## config.mk

```make
export PLATFORM = sky130hd
export DESIGN_NAME = rss_steer
export DESIGN_NICKNAME = d
export VERILOG_FILES = /design/src/rtl/rss_pkg.sv /design/src/rtl/rss_class_gate.sv /design/src/rtl/rss_toeplitz_core.sv /design/src/rtl/rss_chan_lookup.sv /design/src/rtl/rss_steer.sv
export SDC_FILE = /design/constraint.sdc
export NUM_CORES = 1
export LEC_CHECK = 0
export BUFFER_PORTS_ARGS = -buffer_cell sky130_fd_sc_hd__buf_4
export CAP_MARGIN = 10
export CELL_PAD_IN_SITES_DETAIL_PLACEMENT = 2
export CELL_PAD_IN_SITES_GLOBAL_PLACEMENT = 2
export CORE_AREA = 3 3 431 433
export DETAILED_ROUTE_END_ITERATION = 8
export DIE_AREA = 0 0 434 436
export PLACE_DENSITY_LB_ADDON = 0.25
export REMOVE_ABC_BUFFERS = 1
export SLEW_MARGIN = 0
export SYNTH_ARGS = -nofsm -noshare
export SYNTH_HDL_FRONTEND = slang
export SYNTH_SLANG_ARGS = --single-unit
```

## constraint.sdc

```tcl
create_clock -name clk -period 6.61 [get_ports clk]
set_input_delay 1.322 -clock clk [delete_from_list [all_inputs] [get_ports clk]]
set_output_delay 1.322 -clock clk [all_outputs]
set_load 0.03 [all_outputs]
```

## src/rtl/rss_pkg.sv

```systemverilog
package rss_pkg;
    localparam int KEY_BYTES = 40;
    localparam int HASH_W    = 32;
    localparam int IN_BITS   = 96;
    localparam int ADDR_BITS = 64;

    typedef enum logic [1:0] {
        PT_OTHER = 2'd0,
        PT_IP    = 2'd1,
        PT_TCP   = 2'd2,
        PT_UDP   = 2'd3
    } ptype_e;

    typedef enum logic [1:0] {
        HC_NONE = 2'd0,
        HC_RSVD = 2'd1,
        HC_L3   = 2'd2,
        HC_L4   = 2'd3
    } hclass_e;

    // control word bit positions
    localparam int CB_GLOBAL = 0;
    localparam int CB_IP     = 1;
    localparam int CB_TCP    = 2;
    localparam int CB_UDP    = 3;

    typedef struct packed {
        logic          hashed;
        logic          use_ports;
        hclass_e       cls;
    } gate_t;

    function automatic gate_t decide(input logic [3:0] ctrl, input ptype_e pt);
        gate_t g;
        logic l4_on;
        logic ip_on;
        l4_on = ctrl[CB_GLOBAL] &&
                (((pt == PT_TCP) && ctrl[CB_TCP]) || ((pt == PT_UDP) && ctrl[CB_UDP]));
        ip_on = ctrl[CB_GLOBAL] && ctrl[CB_IP] && (pt != PT_OTHER);
        g.hashed    = l4_on || ip_on;
        g.use_ports = l4_on;
        g.cls       = l4_on ? HC_L4 : (ip_on ? HC_L3 : HC_NONE);
        return g;
    endfunction
endpackage

```

## src/rtl/rss_class_gate.sv

```systemverilog
module rss_class_gate
    import rss_pkg::*;
#(
    parameter int CNT_W = 7
) (
    input  logic [3:0]       ctrl_i,
    input  logic [1:0]       ptype_i,
    input  logic [31:0]      src_ip_i,
    input  logic [31:0]      dst_ip_i,
    input  logic [15:0]      src_port_i,
    input  logic [15:0]      dst_port_i,
    output logic             hashed_o,
    output hclass_e          cls_o,
    output logic [CNT_W-1:0] nbits_o,
    output logic [IN_BITS-1:0] data_o
);
    gate_t g;

    always_comb begin
        g        = decide(ctrl_i, ptype_e'(ptype_i));
        hashed_o = g.hashed;
        cls_o    = g.cls;
        if (g.use_ports) begin
            nbits_o = CNT_W'(IN_BITS);
            data_o  = {src_ip_i, dst_ip_i, src_port_i, dst_port_i};
        end else begin
            nbits_o = CNT_W'(ADDR_BITS);
            data_o  = {src_ip_i, dst_ip_i, 32'd0};
        end
    end
endmodule

```

## src/rtl/rss_toeplitz_core.sv

```systemverilog
module rss_toeplitz_core #(
    parameter int KEY_BITS = 320,
    parameter int HASH_W   = 32,
    parameter int IN_BITS  = 96,
    parameter int CNT_W    = $clog2(IN_BITS + 1)
) (
    input  logic                clk,
    input  logic                rst,
    input  logic [KEY_BITS-1:0] key_i,
    input  logic                load_i,
    input  logic [IN_BITS-1:0]  data_i,
    input  logic [CNT_W-1:0]    nbits_i,
    output logic                busy_o,
    output logic                done_o,
    output logic [HASH_W-1:0]   hash_o
);
    localparam int KIDX_W = $clog2(KEY_BITS);

    logic [IN_BITS-1:0] data_q;
    logic [CNT_W-1:0]   cnt_q;
    logic [CNT_W-1:0]   last_q;
    logic [HASH_W-1:0]  acc_q;
    logic [KIDX_W-1:0]  kidx;
    logic [HASH_W-1:0]  window;

    // key window slides one bit per consumed input bit
    always_comb begin
        kidx   = KIDX_W'(KEY_BITS - 1) - KIDX_W'(cnt_q);
        window = key_i[kidx -: HASH_W];
    end

    always_ff @(posedge clk) begin
        if (rst) begin
            data_q <= '0;
            cnt_q  <= '0;
            last_q <= '0;
            acc_q  <= '0;
            busy_o <= 1'b0;
            done_o <= 1'b0;
        end else begin
            done_o <= 1'b0;
            if (load_i && !busy_o) begin
                data_q <= data_i;
                cnt_q  <= '0;
                last_q <= nbits_i - CNT_W'(1);
                acc_q  <= '0;
                busy_o <= 1'b1;
            end else if (busy_o) begin
                if (data_q[IN_BITS-1]) acc_q <= acc_q ^ window;
                data_q <= data_q << 1;
                cnt_q  <= cnt_q + CNT_W'(1);
                if (cnt_q == last_q) begin
                    busy_o <= 1'b0;
                    done_o <= 1'b1;
                end
            end
        end
    end

    assign hash_o = acc_q;
endmodule

```

## src/rtl/rss_chan_lookup.sv

```systemverilog
module rss_chan_lookup #(
    parameter int DEPTH  = 128,
    parameter int CHAN_W = 4,
    parameter int IDX_W  = $clog2(DEPTH),
    parameter int ENT_W  = CHAN_W + 1
) (
    input  logic [DEPTH*ENT_W-1:0] lut_i,
    input  logic [IDX_W-1:0]       idx_i,
    output logic                   hit_o,
    output logic [CHAN_W-1:0]      chan_o
);
    logic [ENT_W-1:0] ent [DEPTH];

    for (genvar g = 0; g < DEPTH; g++) begin : g_unpack
        assign ent[g] = lut_i[g*ENT_W +: ENT_W];
    end

    always_comb begin
        hit_o  = ent[idx_i][ENT_W-1];
        chan_o = ent[idx_i][CHAN_W-1:0];
    end
endmodule

```

## src/rtl/rss_steer.sv

```systemverilog
module rss_steer
    import rss_pkg::*;
#(
    parameter int KEY_LEN   = KEY_BYTES,
    parameter int LUT_DEPTH = 128,
    parameter int CHAN_W    = 4
) (
    input  logic                               clk,
    input  logic                               rst,
    input  logic [3:0]                         ctrl_i,
    input  logic [KEY_LEN*8-1:0]               key_i,
    input  logic [LUT_DEPTH*(CHAN_W+1)-1:0]    lut_i,
    input  logic [CHAN_W-1:0]                  dflt_chan_i,
    input  logic                               start_i,
    input  logic [1:0]                         ptype_i,
    input  logic [31:0]                        src_ip_i,
    input  logic [31:0]                        dst_ip_i,
    input  logic [15:0]                        src_port_i,
    input  logic [15:0]                        dst_port_i,
    output logic                               busy_o,
    output logic                               done_o,
    output logic [HASH_W-1:0]                  hash_o,
    output logic                               hash_valid_o,
    output logic [1:0]                         hash_class_o,
    output logic [CHAN_W-1:0]                  chan_o,
    output logic                               drop_o
);
    localparam int KEY_BITS = KEY_LEN * 8;
    localparam int CNT_W    = $clog2(IN_BITS + 1);
    localparam int IDX_W    = $clog2(LUT_DEPTH);

    logic               g_hashed;
    hclass_e            g_cls;
    logic [CNT_W-1:0]   g_nbits;
    logic [IN_BITS-1:0] g_data;
    logic               accept;
    logic               eng_busy, eng_done;
    logic [HASH_W-1:0]  eng_hash;
    logic               lk_hit;
    logic [CHAN_W-1:0]  lk_chan;
    logic               byp_q;
    hclass_e            cls_q;
    logic [CHAN_W-1:0]  dflt_q;

    rss_class_gate #(.CNT_W(CNT_W)) u_gate (
        .ctrl_i(ctrl_i), .ptype_i(ptype_i),
        .src_ip_i(src_ip_i), .dst_ip_i(dst_ip_i),
        .src_port_i(src_port_i), .dst_port_i(dst_port_i),
        .hashed_o(g_hashed), .cls_o(g_cls), .nbits_o(g_nbits), .data_o(g_data)
    );

    assign busy_o = eng_busy | eng_done | byp_q;
    assign accept = start_i & ~busy_o;

    rss_toeplitz_core #(
        .KEY_BITS(KEY_BITS), .HASH_W(HASH_W), .IN_BITS(IN_BITS), .CNT_W(CNT_W)
    ) u_core (
        .clk(clk), .rst(rst), .key_i(key_i),
        .load_i(accept & g_hashed), .data_i(g_data), .nbits_i(g_nbits),
        .busy_o(eng_busy), .done_o(eng_done), .hash_o(eng_hash)
    );

    rss_chan_lookup #(.DEPTH(LUT_DEPTH), .CHAN_W(CHAN_W), .IDX_W(IDX_W)) u_lookup (
        .lut_i(lut_i), .idx_i(eng_hash[IDX_W-1:0]),
        .hit_o(lk_hit), .chan_o(lk_chan)
    );

    always_ff @(posedge clk) begin
        if (rst) begin
            byp_q  <= 1'b0;
            cls_q  <= HC_NONE;
            dflt_q <= '0;
        end else begin
            byp_q <= accept & ~g_hashed;
            if (accept) begin
                cls_q  <= g_cls;
                dflt_q <= dflt_chan_i;
            end
        end
    end

    always_ff @(posedge clk) begin
        if (rst) begin
            done_o       <= 1'b0;
            hash_o       <= '0;
            hash_valid_o <= 1'b0;
            hash_class_o <= HC_NONE;
            chan_o       <= '0;
            drop_o       <= 1'b0;
        end else begin
            done_o <= eng_done | byp_q;
            if (eng_done) begin
                hash_o       <= eng_hash;
                hash_valid_o <= 1'b1;
                hash_class_o <= cls_q;
                chan_o       <= lk_hit ? lk_chan : dflt_q;
                drop_o       <= ~lk_hit;
            end else if (byp_q) begin
                hash_o       <= '0;
                hash_valid_o <= 1'b0;
                hash_class_o <= HC_NONE;
                chan_o       <= dflt_q;
                drop_o       <= 1'b0;
            end
        end
    end
endmodule

```

Word level (Yosys, flattened, before mapping):

Index checks and enable logic that the tools add are counted.

* $lt $le $gt $ge: 1
* $add $sub $neg: 3
* bitwise gates (word level): 12
* reduce and logical (&&, ||, !) cells: 15
* shift-type cells: 1
* eq/ne operators: 3
* muxes and demuxes: 23

Operator list (count)
* $shiftx 351x10->32: 1
* $mux 96: 2
* $mux 32: 3
* $bmux 5 s7: 1
* $xor 32x32->32: 1
* $mux 4: 3
* $mux 5: 2
* $sub 9x7->9 const A: 1
* $ge 8x8->1 const B: 1
* $mux 2: 4
* $not 7->8: 1
* $add 7x1->7 const B: 1
* $eq 7x7->1: 1
* $mux 1: 7
* $sub 7x1->7 const B: 1
* $logic_and 1x1->1: 6
* $mux 6: 1
* $reduce_bool 2->1: 3
* $eq 2x2->1 const B: 2
* $not 1->1: 4
* $and 1x1->1: 3
* $or 1x1->1: 3
* $reduce_or 3->1: 1
* $logic_or 1x1->1: 2
* other kinds (3): 3

* flip-flop bits (word level): 192
* logic and storage cells: 73
* output and inout port bits: 42
* bits of input ports: 1069

Logic depth before layout (Yosys ltp):

* depth in word-level cells: 8
* depth in mapped cells: 14
* gate-level depth less buffers: 7

Cells and area by module:

A second synthesis with hierarchy kept.

* cell total of the unflattened synthesis: 2165
* area total of the unflattened synthesis: 23765.3 um^2

By module, submodules not included
* rss_toeplitz_core: cells an instance 1656, times used 1, area an instance 16369.4 um^2, seq. area each 2882.8 um^2
* rss_chan_lookup: cells an instance 262, times used 1, area an instance 5001.0 um^2, seq. area each 0.0 um^2
* rss_steer: cells an instance 130, times used 1, area an instance 1554.0 um^2, seq. area each 960.9 um^2
* rss_class_gate: cells an instance 117, times used 1, area an instance 840.8 um^2, seq. area each 0.0 um^2

Worst setup path after synthesis:

OpenSTA, ideal clock, no wires.

* kind: in2reg
* from: input port lut_i[269]
* to: register chan_o[0]
* buffers on the path: 0
* stages: 7
* setup time: 116 ps
* required time: 6494 ps
* path slack: 2945 ps
* arrival: 3548 ps
* cells stage by stage: mux4_1 > mux4_2 > and4_4 > or4_4 > a211oi_4 > mux2i_1 > o21ai_1

* longest elaborated chain between the ends: 5

RTL lines
* start, declared: line rss_steer.sv:12 `input logic [LUT_DEPTH*(CHAN_W+1)-1:0] lut_i,`
* $bmux 5 s7: line rss_chan_lookup.sv:19 `hit_o = ent[idx_i][ENT_W-1];`
* $mux 5 (not written as such) (2 in series): line rss_chan_lookup.sv:19
* $mux 4: line rss_steer.sv:96 `chan_o <= lk_hit ? lk_chan : dflt_q;`
* $mux 4: line rss_steer.sv:92 `if (eng_done) begin`
* end signal, assigned: line rss_steer.sv:96
* end signal, assigned: line rss_steer.sv:102 `chan_o <= dflt_q;`
* end, declared: line rss_steer.sv:25 `output logic [CHAN_W-1:0] chan_o,`

No other way between the ends. The select of a mux whose other input is x is not followed.
A chain may end at the register's enable or synchronous reset.

Worst setup path in the final report:

* from: register u_core.cnt_q[1]
* to: register u_core.acc_q[12], in the netlist u_core.hash_o[12]

* longest elaborated chain between the ends: 3

RTL lines
* start, declared: line rss_toeplitz_core.sv:20 `logic [CNT_W-1:0] cnt_q;`
* start signal, assigned: line rss_toeplitz_core.sv:51 `cnt_q <= cnt_q + CNT_W'(1);`
* $sub 9x7->9: line rss_toeplitz_core.sv:28 `kidx = KIDX_W'(KEY_BITS - 1) - KIDX_W'(cnt_q);`
* $shiftx 351x10->32: line rss_toeplitz_core.sv:29 `window = key_i[kidx -: HASH_W];`
* $xor 32x32->32: line rss_toeplitz_core.sv:49 `if (data_q[IN_BITS-1]) acc_q <= acc_q ^ window;`
* end signal, assigned: line rss_toeplitz_core.sv:49
* end, declared: line rss_toeplitz_core.sv:22 `logic [HASH_W-1:0] acc_q;`

No other way between the ends.

==> impl_metrics.prom <==
# TYPE chip_impl_metric gauge
chip_impl_info{name="unrepaired_setup_endpoints_after_global_routing",value="no"} 1
chip_impl_info{name="hp-class",value="flip-flop to flip-flop"} 1
chip_impl_metric{name="dp_slack",unit="ps"} 2230
chip_impl_metric{name="cts.path.max_buffers",unit=""} 2
chip_impl_metric{name="place_congestion",unit=""} 0.869
chip_impl_info{name="worstSetupPathType",value="flip-flop to flip-flop"} 1
chip_impl_metric{name="start_util",unit="%"} 12.3
chip_impl_metric{name="synthCells",unit=""} 2071
chip_impl_metric{name="maxCapViolCount",unit=""} 0
chip_impl_metric{name="drt_wl_total",unit="mm"} 163
chip_impl_metric{name="fp.dieW",unit="um"} 434
chip_impl_metric{name="grt_start_max_net_pins",unit=""} 94
chip_impl_metric{name="cts.htree.levels",unit=""} 4
chip_impl_metric{name="ys_seq_elements",unit=""} 188
chip_impl_metric{name="final-setup-viol-count",unit=""} 0
chip_impl_metric{name="fin_crit_sh",unit="%"} 65.1
chip_impl_metric{name="inserted_clock_buffers",unit=""} 17
chip_impl_metric{name="clkLatencyLatePin",unit="ps"} 510
chip_impl_metric{name="fin_worst_skew",unit="ps"} 24.6
chip_impl_metric{name="power.leakage",unit="nW"} 11.6
chip_impl_metric{name="final_period_minus_worst_setup_slack",unit="ps"} 4300
chip_impl_metric{name="finish.net_count",unit=""} 3948
chip_impl_metric{name="grt_pass1_vias",unit=""} 25153
chip_impl_metric{name="synthDominantCellAreaShare",unit="%"} 41.1
chip_impl_metric{name="std_cell_rows",unit=""} 157
chip_impl_info{name="synthDominantAreaCellType",value="sky130_fd_sc_hd__mux4_2"} 1
chip_impl_metric{name="maximum_vdd_drop",unit="mV"} 0.204
chip_impl_metric{name="cts.hold.buffers_added",unit=""} 0
chip_impl_metric{name="globalRoute.totalOverflow",unit=""} 0
chip_impl_info{name="global_route.peak_usage_layer",value="met2"} 1
chip_impl_metric{name="timing.max_slew.rel_slack",unit="%"} 22.8
chip_impl_metric{name="max_clock_freq",unit="GHz"} 0.232
chip_impl_metric{name="postCtsResizedCells",unit=""} 0
chip_impl_metric{name="post_synth.cell_area_avg",unit="um^2"} 10.8
chip_impl_metric{name="critPathMaxFanout",unit=""} 34
chip_impl_metric{name="post_synth_instance_area",unit="mm^2"} 0.0224
chip_impl_info{name="critPathLaunch",value="u_core.cnt_q[1]$_SDFFE_PP0P_"} 1
chip_impl_metric{name="fp.coreArea",unit="mm^2"} 0.182
chip_impl_metric{name="grt_first_pass_wirelength",unit="mm"} 220
chip_impl_metric{name="finalMaxSlewViolations",unit=""} 0
chip_impl_metric{name="instances_no_fill",unit=""} 5292
chip_impl_info{name="cts-root-buf",value="sky130_fd_sc_hd__clkbuf_16"} 1
chip_impl_metric{name="worst_ep_arrival_time",unit="ps"} 4670
chip_impl_metric{name="post_drt_wl_per_cell",unit="um"} 30.8
chip_impl_info{name="mostFrequentLayoutCells",value="sky130_fd_sc_hd__buf_4, sky130_fd_sc_hd__mux4_2, sky130_fd_sc_hd__nand2_1"} 1
chip_impl_metric{name="syn_to_final_growth",unit="%"} 46.1
chip_impl_metric{name="route.detailed.drc",unit=""} 0
chip_impl_metric{name="worst_setup_hold_path_clk_slew",unit="ps"} 100
chip_impl_metric{name="die_area",unit="mm^2"} 0.189
chip_impl_metric{name="met3_track_demand_over_resource_in_global_routing",unit="%"} 2.10
chip_impl_metric{name="grt_use_met2",unit="%"} 31.9
chip_impl_metric{name="route.detailed.vias_per_inst",unit=""} 4.42
chip_impl_info{name="post_synth_main_area_contributors",value="sky130_fd_sc_hd__mux4_2, sky130_fd_sc_hd__dfxtp_1, sky130_fd_sc_hd__mux2i_1"} 1
chip_impl_info{name="hold_start",value="cls_q[1]$_SDFFE_PP0P_"} 1
chip_impl_metric{name="postRouteAntennaNets",unit=""} 0
chip_impl_metric{name="detailroute.via_count",unit=""} 23396
chip_impl_metric{name="async_reset_ff_share",unit="%"} 0
chip_impl_metric{name="drt_first_pass_iters",unit=""} 5
chip_impl_info{name="r2r_start",value="u_core.cnt_q[1]$_SDFFE_PP0P_"} 1
chip_impl_metric{name="clock_sink_count",unit=""} 188
chip_impl_info{name="layout_commonest_cell",value="sky130_fd_sc_hd__buf_4"} 1
chip_impl_metric{name="dr.first_iter.drc_count",unit=""} 1375
chip_impl_metric{name="post-cts-setup-buffer-count",unit=""} 0
chip_impl_metric{name="synth_enable_flop_cells",unit=""} 0
chip_impl_metric{name="worst_pin_slew",unit="ps"} 1160
chip_impl_metric{name="aggregate_global_route_resource_usage",unit="%"} 16.6
chip_impl_metric{name="layout-drive-gt1-share",unit="%"} 55.1
chip_impl_metric{name="place.port_buffers",unit=""} 949
chip_impl_info{name="cts_tree",value="yes"} 1
chip_impl_info{name="startpoint_type",value="flip-flop"} 1
chip_impl_info{name="ys.flop_type",value="sky130_fd_sc_hd__dfxtp_1"} 1
chip_impl_info{name="crit_path_end_kind",value="flip-flop"} 1
chip_impl_metric{name="globalRouteMet1Util",unit="%"} 18.7
chip_impl_metric{name="final-hold-violation-count",unit=""} 0
chip_impl_metric{name="yosys.cell_types.count",unit=""} 67
chip_impl_metric{name="number_of_placed_instances_taps_included",unit=""} 5244
chip_impl_metric{name="cp.required",unit="ps"} 6970
chip_impl_metric{name="design_power_total",unit="mW"} 3.61
chip_impl_metric{name="chipHeight",unit="um"} 436
chip_impl_metric{name="yosysWarnings",unit=""} 0
chip_impl_metric{name="num_io_pins",unit=""} 1111
chip_impl_metric{name="finalWorstSetupSlack",unit="ps"} 2310
chip_impl_metric{name="powerDensity",unit="mW/mm^2"} 110
chip_impl_metric{name="synth_seq_area_share",unit="%"} 16.8
chip_impl_metric{name="antenna_found_initial",unit=""} 40
chip_impl_metric{name="dp.final_hpwl",unit="mm"} 136
chip_impl_info{name="run_status",value="complete, no violations"} 1
## worst max-delay path, stage by stage, from the launching register on
cell	delay (ps)
sky130_fd_sc_hd__dfxtp_4	740
sky130_fd_sc_hd__buf_4	590
sky130_fd_sc_hd__mux4_2	660
sky130_fd_sc_hd__mux4_2	490
sky130_fd_sc_hd__mux2i_1	410
sky130_fd_sc_hd__o21ai_0	360
sky130_fd_sc_hd__nor4_1	420
sky130_fd_sc_hd__buf_4	210
sky130_fd_sc_hd__xor2_1	140
sky130_fd_sc_hd__nor2_1	50
## cell families after synthesis
| family | Yosys count | synth area share [%] |
|---|---|---|
| mux | 660 | 53.1 |
| xor+xnor | 32 | 1.25 |
| simple gates | 453 | 8.99 |
| compound gates | 465 | 14.4 |
| flops | 188 | 16.8 |
| fa+ha+maj | 1 | 0.0557 |
| buf+inv | 272 | 5.45 |
## final timing paths
check / to / slack (ps) / depth (start not counted)
setup reg to reg: u_core.hash_o[12]$_SDFFE_PP0P_ / 2310 / 9
hold / removal: hash_class_o[1]$_SDFFE_PP0P_ / 460 / 1
hold reg to reg: hash_class_o[1]$_SDFFE_PP0P_ / 460 / 1
setup / recovery: u_core.hash_o[12]$_SDFFE_PP0P_ / 2310 / 9
## metrics by stage
stage          cell area [um^2]  TNS [ps]  util, %  hold WS (ps)
5_1_grt                   32800         0     18.0           480
3_3_place_gp              32100         0     17.6           442
4_1_cts                   32700         0     17.9           465
6_report                  32800         0     18.0           464
2_1_floorplan             21400    -94490        -           430
3_5_place_dp              32100         0     17.6           451
## sequential cells by signal, indices dropped and copies added, names as in the netlist, 3 cells and up
register       flops
u_core.last_q      3
chan_o             4
dflt_q             4
u_core.hash_o     32
hash_o            32
u_core.data_q     96
u_core.cnt_q       7
## synth_stat cells (all sizes together), types with 18 or more instances
| cell | n |
|---|---|
| mux4 | 413 |
| nand2 | 191 |
| dfxtp | 188 |
| mux2i | 144 |
| nor2 | 123 |
| clkbuf | 122 |
| buf | 106 |
| a21oi | 104 |
| mux2 | 103 |
| a22oi | 81 |
| o21ai | 63 |
| inv | 44 |
| a221oi | 36 |
| a22o | 36 |
| nand3 | 27 |
| a211oi | 24 |
| nor3 | 23 |
| o22ai | 23 |
| xor2 | 20 |
| o211ai | 18 |
## metal layers
metal / vias to the layer above / share of wire (%)
met1: 12399 / 38
met4: 4 / 2.0
li1: 10106 / -
met5: - / 0.017
met3: 115 / 4.3
met2: 772 / 56
## power by group
group | internal [mW] | switching [mW]
sequential | 1.17 | 0.0304
combinational | 0.692 | 0.584
clock | 0.520 | 0.617
total | 2.38 | 1.23
## layout make-up
cell class,count,area (um^2)
Fill cell,20746,150000
Multi-Input combinational cell,1611,17500
Timing Repair Buffer,1016,7690
Sequential cell,188,3810
Tap cell,2385,2980
Clock buffer,17,425
Clock inverter,15,183
Inverter,44,166
Antenna cell,16,40.0
(Power assumes the default switching activity.)
